===== src/rtl/wdt_pkg.sv =====
package wdt_pkg;
  localparam int REG_W    = 8;
  // read/write bit positions of the register
  localparam int B_DONE   = 0;
  localparam int B_AS     = 1;
  localparam int B_DS0    = 2;
  localparam int B_DS1    = 3;
  localparam int B_FAST   = 4;
  localparam int B_RSTEN  = 5;

  typedef struct packed {
    logic fast;
    logic rst_en;
  } wdt_ctl_t;
endpackage


===== src/rtl/wdt_rst_sync.sv =====
module wdt_rst_sync (
  input  logic clk,
  input  logic rst_n,
  output logic rst_int_n
);
  logic s1_q, s2_q;

  always_ff @(posedge clk or negedge rst_n) begin
    if (!rst_n) begin
      s1_q <= 1'b0;
      s2_q <= 1'b0;
    end else begin
      s1_q <= 1'b1;
      s2_q <= s1_q;
    end
  end

  assign rst_int_n = s2_q;
endmodule


===== src/rtl/wdt_ctl_reg.sv =====
module wdt_ctl_reg
  import wdt_pkg::*;
(
  input  logic             clk,
  input  logic             rst_n,
  input  logic             wr_en,
  input  logic [REG_W-1:0] wr_data,
  input  logic             bus_busy,
  input  logic             bus_as,
  input  logic             bus_ds0,
  input  logic             bus_ds1,
  output wdt_ctl_t         ctl,
  output logic [REG_W-1:0] rd_data
);
  wdt_ctl_t ctl_q, ctl_d;

  always_comb begin
    ctl_d = ctl_q;
    if (wr_en) begin
      ctl_d.fast   = wr_data[B_FAST];
      ctl_d.rst_en = wr_data[B_RSTEN];
    end
  end

  always_ff @(posedge clk or negedge rst_n) begin
    if (!rst_n) begin
      ctl_q <= '0;
    end else if (wr_en) begin
      ctl_q <= ctl_d;
    end
  end

  always_comb begin
    rd_data          = '0;
    rd_data[B_DONE]  = ~bus_busy;
    rd_data[B_AS]    = bus_as;
    rd_data[B_DS0]   = bus_ds0;
    rd_data[B_DS1]   = bus_ds1;
    rd_data[B_FAST]  = ctl_q.fast;
    rd_data[B_RSTEN] = ctl_q.rst_en;
  end

  assign ctl = ctl_q;

  AST_CTL_HOLD: assert property (@(posedge clk) disable iff (!rst_n)
    !wr_en |=> $stable(ctl_q)) else $error("ctl changed without write");
  AST_CTL_LOAD: assert property (@(posedge clk) disable iff (!rst_n)
    wr_en |=> ctl_q.fast == $past(wr_data[B_FAST])) else $error("fast bit not loaded");
endmodule


===== src/rtl/wdt_timer.sv =====
module wdt_timer #(
  parameter int LONG_TICKS  = 1_000_000_000,
  parameter int SHORT_TICKS = 31_250_000
) (
  input  logic clk,
  input  logic rst_n,
  input  logic kick,
  input  logic fast,
  input  logic rst_en,
  output logic irq,
  output logic rst_req
);
  localparam int MAXT = (LONG_TICKS > SHORT_TICKS) ? LONG_TICKS : SHORT_TICKS;
  localparam int CW   = $clog2(MAXT + 1);
  localparam logic [CW-1:0] LONG_M1  = CW'(LONG_TICKS - 1);
  localparam logic [CW-1:0] SHORT_M1 = CW'(SHORT_TICKS - 1);

  logic [CW-1:0] cnt_q, cnt_d, lim_m1;
  logic          irq_q, irq_d, rrq_q, rrq_d;
  logic          expire;

  assign lim_m1 = fast ? SHORT_M1 : LONG_M1;
  assign expire = !kick && (cnt_q >= lim_m1);

  always_comb begin
    cnt_d = cnt_q + 1'b1;
    irq_d = irq_q;
    rrq_d = 1'b0;
    if (kick) begin
      cnt_d = '0;
      irq_d = 1'b0;
    end else if (expire) begin
      cnt_d = '0;
      if (rst_en) rrq_d = 1'b1;
      else        irq_d = 1'b1;
    end
  end

  always_ff @(posedge clk or negedge rst_n) begin
    if (!rst_n) begin
      cnt_q <= '0;
      irq_q <= 1'b0;
      rrq_q <= 1'b0;
    end else begin
      cnt_q <= cnt_d;
      irq_q <= irq_d;
      rrq_q <= rrq_d;
    end
  end

  assign irq     = irq_q;
  assign rst_req = rrq_q;

  AST_KICK_CLEARS: assert property (@(posedge clk) disable iff (!rst_n)
    kick |=> !irq_q && cnt_q == '0) else $error("write did not restart");
  AST_CNT_BOUND: assert property (@(posedge clk) disable iff (!rst_n)
    cnt_q <= lim_m1) else $error("count past limit");
  AST_IRQ_STICKY: assert property (@(posedge clk) disable iff (!rst_n)
    irq_q && !kick |=> irq_q) else $error("irq dropped without write");
  AST_RST_PULSE: assert property (@(posedge clk) disable iff (!rst_n)
    rrq_q |=> !rrq_q) else $error("reset request longer than one cycle");
  AST_RST_NEEDS_EN: assert property (@(posedge clk) disable iff (!rst_n)
    rrq_q |-> rst_en) else $error("reset request while disabled");
  AST_IRQ_RISE_NOEN: assert property (@(posedge clk) disable iff (!rst_n)
    $rose(irq_q) |-> !rst_en && !rrq_q) else $error("irq rose while reset mode");
endmodule


===== src/rtl/wdog_ctl_stat.sv =====
module wdog_ctl_stat
  import wdt_pkg::*;
#(
  parameter int LONG_TICKS  = 1_000_000_000,
  parameter int SHORT_TICKS = 31_250_000
) (
  input  logic             clk,
  input  logic             rst_n,
  input  logic             wr_en,
  input  logic [REG_W-1:0] wr_data,
  output logic [REG_W-1:0] rd_data,
  input  logic             bus_busy,
  input  logic             bus_as,
  input  logic             bus_ds0,
  input  logic             bus_ds1,
  output logic             irq,
  output logic             rst_req
);
  logic     rst_int_n;
  logic     wr_ok;
  wdt_ctl_t ctl;

  wdt_rst_sync u_sync (
    .clk       (clk),
    .rst_n     (rst_n),
    .rst_int_n (rst_int_n)
  );

  assign wr_ok = wr_en & rst_int_n;

  wdt_ctl_reg u_reg (
    .clk      (clk),
    .rst_n    (rst_int_n),
    .wr_en    (wr_ok),
    .wr_data  (wr_data),
    .bus_busy (bus_busy),
    .bus_as   (bus_as),
    .bus_ds0  (bus_ds0),
    .bus_ds1  (bus_ds1),
    .ctl      (ctl),
    .rd_data  (rd_data)
  );

  wdt_timer #(
    .LONG_TICKS  (LONG_TICKS),
    .SHORT_TICKS (SHORT_TICKS)
  ) u_tmr (
    .clk     (clk),
    .rst_n   (rst_int_n),
    .kick    (wr_ok),
    .fast    (ctl.fast),
    .rst_en  (ctl.rst_en),
    .irq     (irq),
    .rst_req (rst_req)
  );

  AST_DONE_LIVE: assert property (@(posedge clk) disable iff (!rst_int_n)
    rd_data[B_DONE] != bus_busy) else $error("completion bit wrong");
  AST_STROBE_LIVE: assert property (@(posedge clk) disable iff (!rst_int_n)
    rd_data[B_DS1:B_AS] == {bus_ds1, bus_ds0, bus_as}) else $error("strobe bits wrong");
  AST_RSV_ZERO: assert property (@(posedge clk) disable iff (!rst_int_n)
    rd_data[REG_W-1:B_RSTEN+1] == '0) else $error("reserved bits nonzero");
  AST_OUT_EXCL: assert property (@(posedge clk) disable iff (!rst_int_n)
    $rose(irq) |-> !rst_req) else $error("irq and reset together");
endmodule


===== config.mk =====
export PLATFORM = sky130hd
export DESIGN_NAME = wdog_ctl_stat
export DESIGN_NICKNAME = d
export VERILOG_FILES = /design/src/rtl/wdt_pkg.sv /design/src/rtl/wdt_rst_sync.sv /design/src/rtl/wdt_ctl_reg.sv /design/src/rtl/wdt_timer.sv /design/src/rtl/wdog_ctl_stat.sv
export SDC_FILE = /design/constraint.sdc
export NUM_CORES = 1
export LEC_CHECK = 0
export BUFFER_PORTS_ARGS = -buffer_cell sky130_fd_sc_hd__buf_2
export CAP_MARGIN = 40
export CORE_MARGIN = 3
export CORE_UTILIZATION = 41
export DETAILED_ROUTE_END_ITERATION = 8
export PLACE_DENSITY = 0.68
export SLEW_MARGIN = 15
export SYNTH_ARGS = -nofsm -noshare
export SYNTH_HDL_FRONTEND = slang
export SYNTH_SLANG_ARGS = --single-unit

===== constraint.sdc =====
create_clock -name clk -period 1 [get_ports clk]
set_input_delay 0.05 -clock clk [delete_from_list [all_inputs] [get_ports clk]]
set_output_delay 0.05 -clock clk [all_outputs]
set_load 0.005 [all_outputs]

==> qor.csv, run 1 <==
metric,value,unit
ys_ff_latch,36,
avgSynthCellArea,10.6,um^2
fmax,494,MHz
leakage,1.53,nW
crit_fanout,7,
reg2reg_slack,-1.02,ns
endpoint_kind,flop,
p_sw_frac,0.282,
synth_xor_area_frac,0.109,
worstRegToRegCells,9,
overflow,0,
yosysTopAreaCell,dfrtp_1,
setup_tns,-32.28,ns
placed_area,2850,um^2
io_buffers,10,
drv_cap,0,
dp.cells,331,
critical_path_class,flop to flop,
antenna_found_initial,0,
status,"complete, but fails checks",
critical_path_arrival,2.21,ns
first_pass_iters,4,
h-tree-depth,2,
track_usage,0.179,
critical_path_required,1.18,ns
total_power,3.45,mW
cts_tree,built,
die_w,80.1,um
drtIter0Drc,65,
worstPathCellList,buf_6 > inv_8 > ha_1 > nand3_2 > buf_4 > nor4_2 > and3_4 > clkbuf_16 > nor3_2,
vias,1854,
cp_slowest_cell,dfrtp_2,
wl_per_cell,17.1,um
die_h,80.1,um
powerDensity,1030,nW/um^2
area_growth,49.1,%
p_sw,0.970,mW
gp_congestion,0.764,
antennaDiodeCount,0,
nets,311,
clockRootBuffer,clkbuf_8,
synth_seq_area_share,0.401,
ios,25,
grt_start_max_net_pins,35,
hp-class,primary input to asynchronous set/reset pin,
violations,negative setup slack,
cts_buffer_depth,2,
synth_area_leaders,"dfrtp_1 (40%), ha_1 (8.9%), xor2_1 (7.8%)",
synth.distinct_cells,41,
dieArea,6410,um^2
report.final.slew_viol_count,0,
finalNonFillerCells,351,
synth_top_family_by_area,simple AND/OR/NAND/NOR gates,
cts_sinks,36,
ys_warn_count,0,
core-area,5200,um^2
synthAdderAreaFrac,0.0890,
syn-cell-area,2250,um^2
hold_violations,0,
reg2reg_from,u_reg.ctl[1],
route.detailed.drc,0,
fin_ws,-1.02,ns
synthSimpleGateAreaFrac,0.284,
p_int,2.47,mW
antenna_left,0,
clkTransAtPathRegs,0.08,ns
max-vdd-ir-drop,571,uV
start_util,0.432,
critPathLaunchType,flop,
dp_hpwl,3500,um
layout_min_cycle_time,2.02,ns
fin_crit_sh,2.02,
synthMuxAreaShare,0.0100,
fin_util,0.644,
synth_top_area_share,0.401,
via_per_inst,5.28,
r2r_end,u_tmr.cnt_q[16],
design_area,3350,um^2
cts_buffers,5,
power.share.clock,0.325,
crit_start,u_reg.ctl[1],
setup_viol,35,
grt_pass1_vias,1866,
synth_compound_area_frac,0.0501,
cpPeakStageDelay,0.41,ns
power.share.sequential,0.459,
fin_skew,0.00719,ns
drive_gt1_frac,0.505,
grt_pass1_wl,8960,um
synth_cells,212,
insertion_delay,0.30,ns
totalWireLength,5990,um
core.rowCount,26,
rsz0062_at_grt,yes,
combPwrFrac,0.216,
-- how the worst max path moves through the flow --
stage / end / slack, ns / cells after the start
3_5_place_dp: u_tmr.cnt_q[0] / -1.04 / 8
2_1_floorplan: u_tmr.cnt_q[1] / -0.83 / 8
5_1_grt: u_tmr.cnt_q[18] / -1.11 / 8
3_3_place_gp: u_tmr.cnt_q[0] / -0.99 / 7
6_report: u_tmr.cnt_q[16] / -1.02 / 9
4_1_cts: u_tmr.cnt_q[1] / -0.92 / 7
-- placed cells by master, fill, tap and decap left out, types with 4 or more instances in the layout --
cell type	synthesis	final
and3_1	5	4
buf_2	1	9
buf_4	7	49
buf_6	3	6
clkbuf_8	0	6
dfrtp_1	36	34
ha_1	16	6
ha_4	0	10
inv_1	5	4
nand2_1	10	9
nand3_1	12	10
nand4_1	12	12
nor2_1	8	8
nor3_2	15	17
nor3_4	0	12
xnor2_1	8	8
xor2_1	20	20
-- metrics by stage --
stage,worst slack (ns),hold slack [ns]
global route,-1.11,0.0702
global placement,-0.987,-0.162
detailed placement,-1.04,-0.162
floorplan,-0.831,-0.246
finish,-1.02,0.0510
CTS,-0.924,0.00248
-- metal layers --
layer,vias up,routed length [um],part of all wire,track usage
li1,896,-,-,-
met1,923,2730,0.46,0.236
met2,29,2990,0.50,0.294
met3,6,195,0.033,0.0471
met4,0,70,0.012,0.0405
met5,-,0,0,0
-- flip-flops by register name, summed over array words and instances (netlist names) --
name / count
u_tmr.rst_req: 1
u_reg.ctl: 2
u_sync.rst_int_n: 1
u_tmr.cnt_q: 30
u_tmr.irq: 1
u_sync.s1_q: 1
-- Yosys cell counts --
| cell type | count |
|---|---|
| nand4_1 | 12 |
| nand3b_1 | 1 |
| nand4b_1 | 2 |
| xnor2_1 | 8 |
| a31oi_1 | 2 |
| nor3_2 | 15 |
| nor4_1 | 1 |
| nor2_1 | 8 |
| dfrtp_1 | 36 |
| nand3_1 | 12 |
| nand3_2 | 1 |
| conb_1 | 2 |
| xor2_1 | 20 |
| mux2_2 | 2 |
| buf_2 | 1 |
| a21o_1 | 3 |
| and4_1 | 3 |
| o211a_1 | 1 |
| clkbuf_1 | 2 |
| and4_2 | 1 |
| and2b_1 | 1 |
| a21oi_1 | 4 |
| nand2_2 | 1 |
| nor3b_1 | 1 |
| nor3_1 | 14 |
| nor4b_2 | 1 |
| o21ai_1 | 1 |
| nand2_1 | 10 |
| nand4_4 | 1 |
| o211ai_1 | 1 |
| o221a_1 | 1 |
| nor4_4 | 2 |
| inv_1 | 5 |
| buf_1 | 1 |
| ha_1 | 16 |
| a41oi_1 | 1 |
| and3_1 | 5 |
| buf_4 | 7 |
| nor2_2 | 1 |
| buf_6 | 3 |
| a211oi_1 | 2 |
-- logic make-up after synthesis --
group	after synthesis
muxes	2
AOI/OAI and AO/OA	16
other	2
buffers and inverters	19
DFF	36
adders and majority gates	16
xor gates and xnor gates	28
and+or+nand+nor	93
-- power by group through the flow --
stage          clock network, mW  logic, mW  registers (mW)
5_1_grt                     1.22      0.826            1.59
2_1_floorplan                  0      0.294            1.66
4_1_cts                     1.13      0.628            1.58
6_report                    1.12      0.743            1.58
3_3_place_gp                   0      0.522            1.63
3_5_place_dp                   0      0.539            1.63
-- final cells by class --
type / instances / area [um^2]
clock buffers: 8 / 90.1
fillers: 392 / 1850
inverters: 5 / 26.3
multi-input cells: 158 / 1580
flip-flops and latches: 36 / 906
well taps: 70 / 87.6
repair buffers: 74 / 661
-- worst max-delay path, delay by kind of cell, from the launching register on --
family / cells / cell delay [ns]
AND/OR/NAND/NOR: 4 / 0.66
flip-flops: 1 / 0.41
buffers and inverters: 4 / 0.56
adder cells (fa/ha/maj): 1 / 0.28
-- timing repair --
item / in CTS / in global routing
setup buffers: 4 / 1
hold buffers: 2 / 1
cloned: 0 / 4
gates resized for setup: 11 / 31
pin swaps: 4 / 16
endpoints found under the setup margin: 35 / 35
hold endpoints to repair: 3 / 1
Note: power is estimated with default switching activity, not from simulation.
==> run 2: changes to the inputs <==
HOLD_SLACK_MARGIN = 0.08   (was not set)
==> qor.csv, run 2 (synthesized netlist as in run 1, its figures left out) <==
metric,value,unit
hold_violations,0,
final_cell_mix,"buf_4 (49), dfrtp_1 (34), xor2_1 (20), nor3_2 (17)",
min_from,bus_as,
gp_congestion,0.764,
r2r_end,u_tmr.cnt_q[16],
insertion_delay,0.30,ns
cts_tree,built,
worstRegToRegCells,9,
core.rowCount,26,
ios,25,
h-tree-depth,2,
setup_viol,35,
antennaDiodeCount,0,
layout_min_cycle_time,2.03,ns
endpoint_kind,flop,
dp_hpwl,3500,um
setup_tns,-32.32,ns
route.detailed.drc,0,
violations,negative setup slack,
wl_per_cell,17.0,um
leakage,1.54,nW
hold_path_end,rd_data[1],
dieArea,6410,um^2
hp-class,primary input to output port,
fmax,493,MHz
nets,312,
holdWs,0.100,ns
vias,1878,
fin_crit_sh,2.03,
critical_path_arrival,2.21,ns
die_h,80.1,um
reg2reg_from,u_reg.ctl[1],
track_usage,0.179,
cts_buffer_depth,2,
grt_pass1_wl,8990,um
largest_reg_flops,30,
overflow,0,
reg2reg_slack,-1.03,ns
regMostFlops,u_tmr.cnt_q,
first_pass_iters,4,
clockRootBuffer,clkbuf_8,
antenna_found_initial,0,
drive_gt1_frac,0.504,
crit_fanout,7,
io_buffers,10,
cts_sinks,36,
drtIter0Drc,86,
totalWireLength,5970,um
via_per_inst,5.34,
critical_path_required,1.18,ns
layout_commonest_cell,buf_4,
clkTransAtPathRegs,0.08,ns
fin_skew,0.00703,ns
grt_pass1_vias,1878,
rsz0062_at_grt,yes,
area_growth,49.5,%
core-area,5200,um^2
powerDensity,1030,nW/um^2
fin_ws,-1.03,ns
grt_start_max_net_pins,35,
antenna_left,0,
die_w,80.1,um
critical_path_class,flop to flop,
drv_cap,0,
max-vdd-ir-drop,571,uV
cts_buffers,5,
start_util,0.432,
report.final.slew_viol_count,0,
status,"complete, but fails checks",
hold_path_depth,0,
critPathLaunchType,flop,
[run 2: worst max-delay path by stage]
stage | start | end | cells after the start
3_5_place_dp | u_reg.ctl[1] | u_tmr.cnt_q[0] | 8
4_1_cts | u_reg.ctl[1] | u_tmr.cnt_q[1] | 7
6_report | u_reg.ctl[1] | u_tmr.cnt_q[16] | 9
3_3_place_gp | u_reg.ctl[1] | u_tmr.cnt_q[0] | 7
5_1_grt | u_reg.ctl[1] | u_tmr.cnt_q[18] | 8
2_1_floorplan | u_reg.ctl[1] | u_tmr.cnt_q[1] | 8
[run 2: through the flow]
| step | util | total power, mW | setup WS, ns | instance area (um^2) | cells |
|---|---|---|---|---|---|
| after floorplan | - | 1.95 | -0.831 | 2410 | 213 |
| after global placement | 0.548 | 2.15 | -0.987 | 2850 | 331 |
| after detailed placement | 0.548 | 2.17 | -1.04 | 2850 | 331 |
| after CTS | 0.590 | 3.34 | -0.924 | 3070 | 347 |
| after global routing | 0.646 | 3.64 | -1.11 | 3360 | 352 |
| final | 0.646 | 3.45 | -1.03 | 3360 | 352 |
[run 2: report_power, final]
part,switching [mW],total [mW],leakage (nW),internal [mW]
Clock,0.556,1.12,0.0455,0.563
Combinational,0.363,0.748,1.00,0.385
Sequential,0.0517,1.58,0.487,1.53
Total,0.970,3.45,1.54,2.48
[run 2: layer usage]
metal,vias to the layer above,wire [um],track usage
li1,900,-,-
met1,934,2690,0.236
met2,38,3000,0.296
met3,6,208,0.0471
met4,0,69,0.0405
met5,-,0,0
[run 2: final cells by class]
| type | count | area (um^2) |
|---|---|---|
| clock buffer | 8 | 90.1 |
| fill | 391 | 1840 |
| inverter | 5 | 26.3 |
| multi-input combinational | 158 | 1580 |
| sequential | 36 | 906 |
| tap | 70 | 87.6 |
| timing repair buffer | 75 | 671 |
[run 2: critical path, stage by stage (launching register included)]
cell,delay [ns]
dfrtp_2,0.41
buf_6,0.16
inv_8,0.05
ha_1,0.28
nand3_2,0.09
buf_4,0.15
nor4_2,0.20
and3_4,0.32
clkbuf_16,0.20
nor3_2,0.05
[run 2: repair_timing]
item,4_1_cts,5_1_grt
setup buffers,4,1
pin swaps,4,16
hold buffers,4,0
gates cloned,0,4
setup endpoints to repair,35,35
hold endpoints to repair,4,0
gates resized for setup,11,31
